--- src/rtl/dep_pkg.sv ---
// Shared types for the register dependency stall detector.
// Assumes a 32-bit instruction word with the usual R/I/J field layout.
package dep_pkg;

    localparam int INSTR_W = 32;
    localparam int FIELD_W = 5;

    // Which instruction field, if any, names the destination register
    typedef enum logic [1:0] {
        DST_NONE = 2'd0,
        DST_RD   = 2'd1,
        DST_RT   = 2'd2,
        DST_LINK = 2'd3
    } dst_sel_e;

    // Register usage of one decoded instruction
    typedef struct packed {
        logic     use_rs;
        logic     use_rt;
        dst_sel_e dst;
    } reg_use_t;

    // Major opcodes
    localparam logic [5:0] OPC_SPECIAL = 6'h00;
    localparam logic [5:0] OPC_REGIMM  = 6'h01;
    localparam logic [5:0] OPC_J       = 6'h02;
    localparam logic [5:0] OPC_JAL     = 6'h03;
    localparam logic [5:0] OPC_BEQ     = 6'h04;
    localparam logic [5:0] OPC_BNE     = 6'h05;
    localparam logic [5:0] OPC_BLEZ    = 6'h06;
    localparam logic [5:0] OPC_BGTZ    = 6'h07;
    localparam logic [5:0] OPC_LUI     = 6'h0F;

    localparam reg_use_t USE_NOTHING = '{use_rs: 1'b0, use_rt: 1'b0, dst: DST_NONE};

endpackage

--- src/rtl/dep_decode.sv ---
// Instruction classifier: turns a raw instruction word into the register
// usage record (source fields read, destination selector).
// Assumes the standard field positions; unlisted encodings use nothing.
module dep_decode
    import dep_pkg::*;
(
    input  logic [INSTR_W-1:0] instr,
    output reg_use_t           usage
);

    logic [5:0] opc;
    logic [5:0] funct;
    logic [4:0] rt_f;

    assign opc   = instr[31:26];
    assign funct = instr[5:0];
    assign rt_f  = instr[20:16];

    // Classify register-format instructions by function code
    function automatic reg_use_t decode_special(input logic [5:0] fn);
        reg_use_t u;
        u = USE_NOTHING;
        unique case (fn)
            6'h00, 6'h02, 6'h03: begin u.use_rt = 1'b1; u.dst = DST_RD; end
            6'h04, 6'h06, 6'h07: begin u.use_rs = 1'b1; u.use_rt = 1'b1; u.dst = DST_RD; end
            6'h08:               begin u.use_rs = 1'b1; end
            6'h09:               begin u.use_rs = 1'b1; u.dst = DST_RD; end
            6'h0C, 6'h0D:        begin u = USE_NOTHING; end
            6'h10, 6'h12:        begin u.dst = DST_RD; end
            6'h11, 6'h13:        begin u.use_rs = 1'b1; end
            6'h18, 6'h19, 6'h1A, 6'h1B:
                                 begin u.use_rs = 1'b1; u.use_rt = 1'b1; end
            6'h20, 6'h21, 6'h22, 6'h23, 6'h24, 6'h25, 6'h26, 6'h27, 6'h2A, 6'h2B:
                                 begin u.use_rs = 1'b1; u.use_rt = 1'b1; u.dst = DST_RD; end
            default:             u = USE_NOTHING;
        endcase
        return u;
    endfunction

    // Classify the register-immediate branch group by its rt sub-code
    function automatic reg_use_t decode_regimm(input logic [4:0] sub);
        reg_use_t u;
        u = USE_NOTHING;
        unique case (sub)
            5'h00, 5'h01: u.use_rs = 1'b1;
            5'h10, 5'h11: begin u.use_rs = 1'b1; u.dst = DST_LINK; end
            default:      u = USE_NOTHING;
        endcase
        return u;
    endfunction

    // Select the register usage for the full opcode space
    always_comb begin
        usage = USE_NOTHING;
        unique case (opc)
            OPC_SPECIAL: usage = decode_special(funct);
            OPC_REGIMM:  usage = decode_regimm(rt_f);
            OPC_J:       usage = USE_NOTHING;
            OPC_JAL:     usage.dst = DST_LINK;
            OPC_BEQ, OPC_BNE: begin usage.use_rs = 1'b1; usage.use_rt = 1'b1; end
            OPC_BLEZ, OPC_BGTZ: usage.use_rs = 1'b1;
            6'h08, 6'h09, 6'h0A, 6'h0B, 6'h0C, 6'h0D, 6'h0E:
                begin usage.use_rs = 1'b1; usage.dst = DST_RT; end
            OPC_LUI:     usage.dst = DST_RT;
            6'h20, 6'h21, 6'h23, 6'h24, 6'h25:
                begin usage.use_rs = 1'b1; usage.dst = DST_RT; end
            6'h22, 6'h26:
                begin usage.use_rs = 1'b1; usage.use_rt = 1'b1; usage.dst = DST_RT; end
            6'h28, 6'h29, 6'h2A, 6'h2B, 6'h2E:
                begin usage.use_rs = 1'b1; usage.use_rt = 1'b1; end
            default:     usage = USE_NOTHING;
        endcase
    end

    // Every source read must be a real field read, never a stray value
    always_comb begin
        if (opc == OPC_J)
            AST_JUMP_USES_NOTHING: assert (usage == USE_NOTHING)
                else $error("plain jump decoded with register use");
    end

endmodule

--- src/rtl/dep_mask_unit.sv ---
// One dependency unit: decodes an instruction and expands its register usage
// into a one-hot-per-register read mask and write mask.
// Assumes REG_COUNT covers every 5-bit register index. An invalid stage gives
// empty masks.
module dep_mask_unit
    import dep_pkg::*;
#(
    parameter int REG_COUNT = 32,
    parameter int LINK_REG  = 31
) (
    input  logic                 valid,
    input  logic [INSTR_W-1:0]   instr,
    output logic [REG_COUNT-1:0] rd_mask,
    output logic [REG_COUNT-1:0] wr_mask
);

    localparam int IDX_W = $clog2(REG_COUNT);
    localparam logic [REG_COUNT-1:0] ONE = REG_COUNT'(1);

    reg_use_t         usage;
    logic [IDX_W-1:0] rs_idx;
    logic [IDX_W-1:0] rt_idx;
    logic [IDX_W-1:0] rd_idx;

    dep_decode u_decode (
        .instr (instr),
        .usage (usage)
    );

    assign rs_idx = IDX_W'(instr[25:21]);
    assign rt_idx = IDX_W'(instr[20:16]);
    assign rd_idx = IDX_W'(instr[15:11]);

    // Build the set of registers the instruction reads
    always_comb begin
        rd_mask = '0;
        if (valid) begin
            if (usage.use_rs) rd_mask = rd_mask | (ONE << rs_idx);
            if (usage.use_rt) rd_mask = rd_mask | (ONE << rt_idx);
        end
    end

    // Build the set of registers the instruction writes
    always_comb begin
        wr_mask = '0;
        if (valid) begin
            unique case (usage.dst)
                DST_RD:   wr_mask = ONE << rd_idx;
                DST_RT:   wr_mask = ONE << rt_idx;
                DST_LINK: wr_mask = ONE << LINK_REG;
                default:  wr_mask = '0;
            endcase
        end
    end

    // Unit-level guards on the produced masks
    always_comb begin
        if (!valid)
            AST_EMPTY_STAGE_ZERO: assert (rd_mask == '0 && wr_mask == '0)
                else $error("invalid stage produced a mask");
        AST_SINGLE_DEST: assert ($onehot0(wr_mask))
            else $error("more than one destination register");
        AST_TWO_SOURCES_MAX: assert ($countones(rd_mask) <= 2)
            else $error("more than two source registers");
    end

endmodule

--- src/rtl/dep_hazard_cmp.sv ---
// Hazard comparator: intersects the candidate read mask with the union of the
// producer write masks, ignoring the hard-wired zero register.
// Assumes all masks share one register numbering. Purely combinational.
module dep_hazard_cmp #(
    parameter int REG_COUNT = 32,
    parameter int NUM_PROD  = 2,
    parameter int ZERO_REG  = 0
) (
    input  logic [REG_COUNT-1:0]               src_mask,
    input  logic [NUM_PROD-1:0][REG_COUNT-1:0] prod_mask,
    output logic                               stall
);

    localparam logic [REG_COUNT-1:0] ZERO_BIT    = REG_COUNT'(1) << ZERO_REG;
    localparam logic [REG_COUNT-1:0] COMPARE_SET = ~ZERO_BIT;

    logic [REG_COUNT-1:0] pending;
    logic [REG_COUNT-1:0] clash;

    // Merge the write sets of all producer stages
    always_comb begin
        pending = '0;
        for (int p = 0; p < NUM_PROD; p++) begin
            pending = pending | prod_mask[p];
        end
    end

    // Compare and reduce to the hold decision
    assign clash = src_mask & pending & COMPARE_SET;
    assign stall = |clash;

    // Decision guards
    always_comb begin
        if (stall)
            AST_HOLD_NEEDS_WRITER: assert (prod_mask != '0 && src_mask != '0)
                else $error("hold with no producer or no source");
        if ((src_mask & prod_mask[0]) == ZERO_BIT &&
            (NUM_PROD < 2 || (src_mask & prod_mask[NUM_PROD-1]) == ZERO_BIT))
            AST_ZERO_REG_NO_HOLD: assert (!stall)
                else $error("hold raised by the zero register");
        if (src_mask == '0)
            AST_NO_SOURCE_NO_HOLD: assert (!stall)
                else $error("hold without any source register");
    end

endmodule

--- src/rtl/dep_stall_detect.sv ---
// Register dependency stall detector (top).
// Three parallel dependency units: slot 0 decodes the read-stage candidate,
// slot 1 the execute-stage instruction, slot 2 the write-stage instruction.
// The comparator raises hold_read on any read-after-write overlap.
// Assumes no forwarding. The result is combinational within the cycle.
module dep_stall_detect
    import dep_pkg::*;
#(
    parameter int REG_COUNT = 32,
    parameter int LINK_REG  = 31,
    parameter int ZERO_REG  = 0
) (
    input  logic                 cand_valid,
    input  logic [INSTR_W-1:0]   cand_instr,
    input  logic                 ex_valid,
    input  logic [INSTR_W-1:0]   ex_instr,
    input  logic                 wb_valid,
    input  logic [INSTR_W-1:0]   wb_instr,
    output logic                 hold_read,
    output logic [REG_COUNT-1:0] dbg_cand_src,
    output logic [REG_COUNT-1:0] dbg_ex_dst,
    output logic [REG_COUNT-1:0] dbg_wb_dst
);

    localparam int NUM_UNITS = 3;
    localparam int NUM_PROD  = NUM_UNITS - 1;

    logic [NUM_UNITS-1:0]                unit_valid;
    logic [NUM_UNITS-1:0][INSTR_W-1:0]   unit_instr;
    logic [NUM_UNITS-1:0][REG_COUNT-1:0] unit_rd;
    logic [NUM_UNITS-1:0][REG_COUNT-1:0] unit_wr;
    logic [NUM_PROD-1:0][REG_COUNT-1:0]  prod_wr;

    // Gather the stage inputs into unit slots
    assign unit_valid = {wb_valid, ex_valid, cand_valid};
    assign unit_instr = {wb_instr, ex_instr, cand_instr};

    // One dependency unit per observed stage, all evaluated in parallel
    for (genvar g = 0; g < NUM_UNITS; g++) begin : g_unit
        dep_mask_unit #(
            .REG_COUNT (REG_COUNT),
            .LINK_REG  (LINK_REG)
        ) u_mask (
            .valid   (unit_valid[g]),
            .instr   (unit_instr[g]),
            .rd_mask (unit_rd[g]),
            .wr_mask (unit_wr[g])
        );
    end

    // Producer write sets come from the slots after the candidate
    for (genvar p = 0; p < NUM_PROD; p++) begin : g_prod
        assign prod_wr[p] = unit_wr[p+1];
    end

    dep_hazard_cmp #(
        .REG_COUNT (REG_COUNT),
        .NUM_PROD  (NUM_PROD),
        .ZERO_REG  (ZERO_REG)
    ) u_cmp (
        .src_mask  (unit_rd[0]),
        .prod_mask (prod_wr),
        .stall     (hold_read)
    );

    assign dbg_cand_src = unit_rd[0];
    assign dbg_ex_dst   = unit_wr[1];
    assign dbg_wb_dst   = unit_wr[2];

    // Top-level guards relating ports
    always_comb begin
        if (!cand_valid)
            AST_IDLE_CAND_NO_HOLD: assert (!hold_read)
                else $error("hold with no candidate");
        if (!ex_valid && !wb_valid)
            AST_EMPTY_PIPE_NO_HOLD: assert (!hold_read)
                else $error("hold with empty producer stages");
    end

endmodule

--- config.mk ---
export PLATFORM = sky130hd
export DESIGN_NAME = dep_stall_detect
export DESIGN_NICKNAME = d
export VERILOG_FILES = /design/src/rtl/dep_pkg.sv /design/src/rtl/dep_decode.sv /design/src/rtl/dep_mask_unit.sv /design/src/rtl/dep_hazard_cmp.sv /design/src/rtl/dep_stall_detect.sv
export SDC_FILE = /design/constraint.sdc
export NUM_CORES = 1
export LEC_CHECK = 0
export ABC_AREA = 1
export ABC_CLOCK_PERIOD_IN_PS = 2200
export BUFFER_PORTS_ARGS = -buffer_cell sky130_fd_sc_hd__buf_2
export CAP_MARGIN = 20
export CORE_ASPECT_RATIO = 0.75
export CORE_MARGIN = 2
export CORE_UTILIZATION = 35
export DETAILED_ROUTE_END_ITERATION = 6
export SETUP_SLACK_MARGIN = 0.4
export SLEW_MARGIN = 0
export SYNTH_ARGS = -nofsm -noshare
export SYNTH_HDL_FRONTEND = slang
export SYNTH_HIERARCHICAL = 1
export SYNTH_SLANG_ARGS = --single-unit
--- constraint.sdc ---
create_clock -name vclk -period 2.2
set_clock_uncertainty 0.05 [all_clocks]
set_input_delay 0.11 -clock vclk [all_inputs]
set_output_delay 0.11 -clock vclk [all_outputs]
set_load 0.01 [all_outputs]
# Word-level counts from Yosys, hierarchy flattened
# Cells that the tools add are included.
# totals
output_inout_bits	97
regBits	0
latch_bits	0
elab_cells	177
mem_count	0
mem_bits_rw	0
romBits	0
# classes
n_div	0
bitwise_logic	3
n_lt_le_gt_ge	0
mux	19
shifts	6
mul	0
n_reduce_logical	19
eq_ne	130
add_sub_neg	0
# op_table
cell	count
equality test 6 bit, second input constant	56
two-way mux 32 bit	6
case mux 32 bit (3 select lines)	2
<< shifter 1 x 5 -> 32 bit, first input constant	6
equality test 6 x 4 -> 1 bit, second input constant	27
equality test 6 x 3 -> 1 bit, second input constant	13
OR 32 bit	2
equality test 6 x 5 -> 1 bit, second input constant	10
equality test 6 x 2 -> 1 bit, second input constant	8
OR reduction 19 bit	2
logical NOT 6 bit	6
bitwise AND 32 bit	1
OR reduction 31 bit	1
equality test 5 bit, second input constant	6
OR reduction 15 bit	2
OR reduction 23 bit	1
OR reduction 21 bit	1
OR reduction 20 bit	1
equality test 6 x 1 -> 1 bit, second input constant	3
case mux 2 bit (4 select lines)	2
OR reduction 9 bit	1
equality test 2 bit, second input constant	4
equality test 5 x 1 -> 1 bit, second input constant	1
logical NOT 5 bit	1
7 further kinds	14

# Logic depth before layout (Yosys ltp)
# logic_depth
depth_word	11
ltp_mapped	21
depth_no_buf	21

# By module
# Netlist, hierarchy kept.
# by_module_without_submodules
mod	area_per_inst_um2	instances	seq_area_each_um2	cells_per_inst
dep_mask_unit	1532.7	3	0.0	335
dep_decode	389.1	3	0.0	90
dep_hazard_cmp	270.3	1	0.0	61

# Worst setup path after synthesis
# OpenSTA, ideal clock, no wires.
# synth_path
path_type	input port to output port
start	input cand_instr[5]
end	output hold_read
slack_ns	0.245
cell_stages	17
path_buffers	2
arrival_ns	1.795
path_cell_list	nor2_2 > nand3_1 > nand2_1 > nor2_1 > nand2_1 > nand2_1 > nand2_1 > buf_2 > clkbuf_1 > nand4_1 > a21oi_1 > o21ai_0 > nand2_1 > nor2_1 > nand2_1 > nor2_1 > nand2_1
# synth_lines
item	line	rtl
from (decl)	dep_stall_detect.sv:14	input logic [INSTR_W-1:0] cand_instr,
to (decl)	dep_stall_detect.sv:19	output logic hold_read,

==> run metrics <==
outcome=finished with violations; failing checks=setup timing; Crit path top cell by count=nand2_1; RSZ-0062 raised after global routing=true; Routability Congestion=1.01; via count=6865; gr busiest metal=met1; initial core utilization=35.9%; final hold viol count=0; GRT met2 Usage=47.1%; DP Wirelength=14.3 mm; Site Rows=32; total track usage=31.7%; Area growth syn-to-layout=105%; chip height=93.0 um; Slew Limit Headroom=52.6%; 1st-pass router iterations=6; final setup vio count=1; Syn Nets=910; Worst Hold Class=in -> out; Lkg Pwr=3.48 nW; CP Depth=18; CP startpoint=wb_instr[31]; Reg area=0 um^2; Pwr Density=109 nW/um^2; # DRC=0; Tightest Pin Transition=706 ps; ANT nets after route=0; WL/cell=17.3 um; endpoint kind of the worst setup timing path=output port; critical path's slowest cell=nor2_4; Startpoint Class=input port; Critical Path Max Stage Delay=230 ps; GR Util met1=48.4%; area of the mapped netlist=3700 um^2; core area=10300 um^2; Port Buffers=166; antenna violations before repair=0; yosys warns=6; io pins=196; GRT overflow=0; CP Capture Point=hold_read; CP arrival=2240 ps; global-route wire length before repair=29.3 mm; setup ws final=-200 ps; Final Max Tran Viols=0; FMAX=0.417 GHz; hold-fix buffers at CTS=0; Cells after Synth=811; overall power=0.000827 W; fin util=73.6%; Tcrit/Tclk final=109%; crit path cell chain=buf_8, nor2_4, nand4_1, nor2_2, nand2_1, o21ai_2, inv_2, nor2_4, buf_6, nand4_1, a21oi_2, o21ai_1, nand2_1, nor2_1, nand2_1, nor2_1, nand2_1, buf_2; cell family contributing the most delay on the critical path=simple AND/OR/NAND/NOR gates; Worst Path Required=2040 ps; nets@finish=1171; die area=11400 um^2; vias per cell=5.69; die extent in x=123 um; IR Drop Worst-Case VDD=0.0000674 V; crit path buf inv count=4; ant diodes=0; Clock buffer cells=0; Seq Cell Count=0; CP Class=in -> out; met3 usage=5.37%; vias in the first global route=5720; largest net degree at the start of global routing=25; Total Routed Length=20.9 mm; Synth Area per Inst=4.56 um^2; share of layout cells above drive strength 1=56.2%; fin crit period=2400 ps; Max Cap Viol=0; initial drt markers=783; Max FO, Critical Path=6
## routing by layer
metal / wire, um / vias up
met1: 8450 / 3067
met2: 8910 / 551
met5: 0 / -
met4: 473 / 0
li1: - / 3191
met3: 3030 / 56
## cell usage in the layout (no fill, tap or decap)
cell type and instances:
nor2_1 132, buf_6 125, buf_4 101, nand2_1 100
nand4_1 86, buf_2 73, nor2_2 58, inv_1 54
nand3_1 53, a21oi_2 52, nand2_2 38, nor2_4 31
o21ai_1 29, inv_2 28, nand2_4 25, a21oi_4 20
buf_8 11, nand3_2 10, buf_12 7, inv_4 6
nand3_4 5, a21oi_1 4, o21ai_2 4, nor3_1 3
o21ai_0 3, clkbuf_16 2, nor3_2 2, clkinv_1 2
a31oi_1 2, clkinv_2 1, clkinvlp_4 1, clkinv_4 1
o21a_1 1
## power by group
group / internal (W) / total, W / switching, W / leakage, nW
clock: 0 / 0 / 0 / 0
combinational: 0.000305 / 0.000827 / 0.000522 / 3.48
sequential: 0 / 0 / 0 / 0
total: 0.000305 / 0.000827 / 0.000522 / 3.48
## worst min-delay path: cells and delay by family
| family | cells | cell delay [ps] |
|---|---|---|
| buffers and inverters | 2 | 270 |
| AND/OR/NAND/NOR | 4 | 210 |
## how the worst min path moves through the flow
stage,startpoint,end,slack (ps),cells after the start
3_3_place_gp,ex_instr[15],dbg_ex_dst[31],640,6
6_report,wb_instr[15],dbg_wb_dst[31],650,6
4_1_cts,ex_instr[15],dbg_ex_dst[31],650,6
2_1_floorplan,cand_valid,dbg_cand_src[31],320,2
5_1_grt,wb_instr[15],dbg_wb_dst[31],670,6
3_5_place_dp,ex_instr[15],dbg_ex_dst[31],630,6
## what timing repair did
| action | 4_1_cts | 5_1_grt |
|---|---|---|
| pin swaps | 64 | 61 |
| setup endpoints to repair | 92 | 95 |
| cloned | 6 | 4 |
| buffers inserted | 12 | 10 |
| resized for setup | 266 | 191 |
## area by class of cell
type / count / area, um^2
Fill cell: 804 / 2720
Inverter: 93 / 374
Tap cell: 136 / 170
Multi-Input combinational cell: 658 / 4140
Timing Repair Buffer: 319 / 2890
## per-stage QoR
step | hold slack (ps) | std cells | TNS [ps] | setup WS, ps | area, um^2
detailed placement | 635 | 1174 | -128 | -128 | 5640
finish | 652 | 1206 | -200 | -200 | 7570
floorplan | 315 | 811 | 0 | 400 | 3960
global route | 666 | 1206 | -368 | -367 | 7570
CTS | 648 | 1192 | 0 | 8.53 | 6660
global placement | 638 | 1174 | -97.7 | -97.7 | 5640
(Power assumes the default switching activity.)
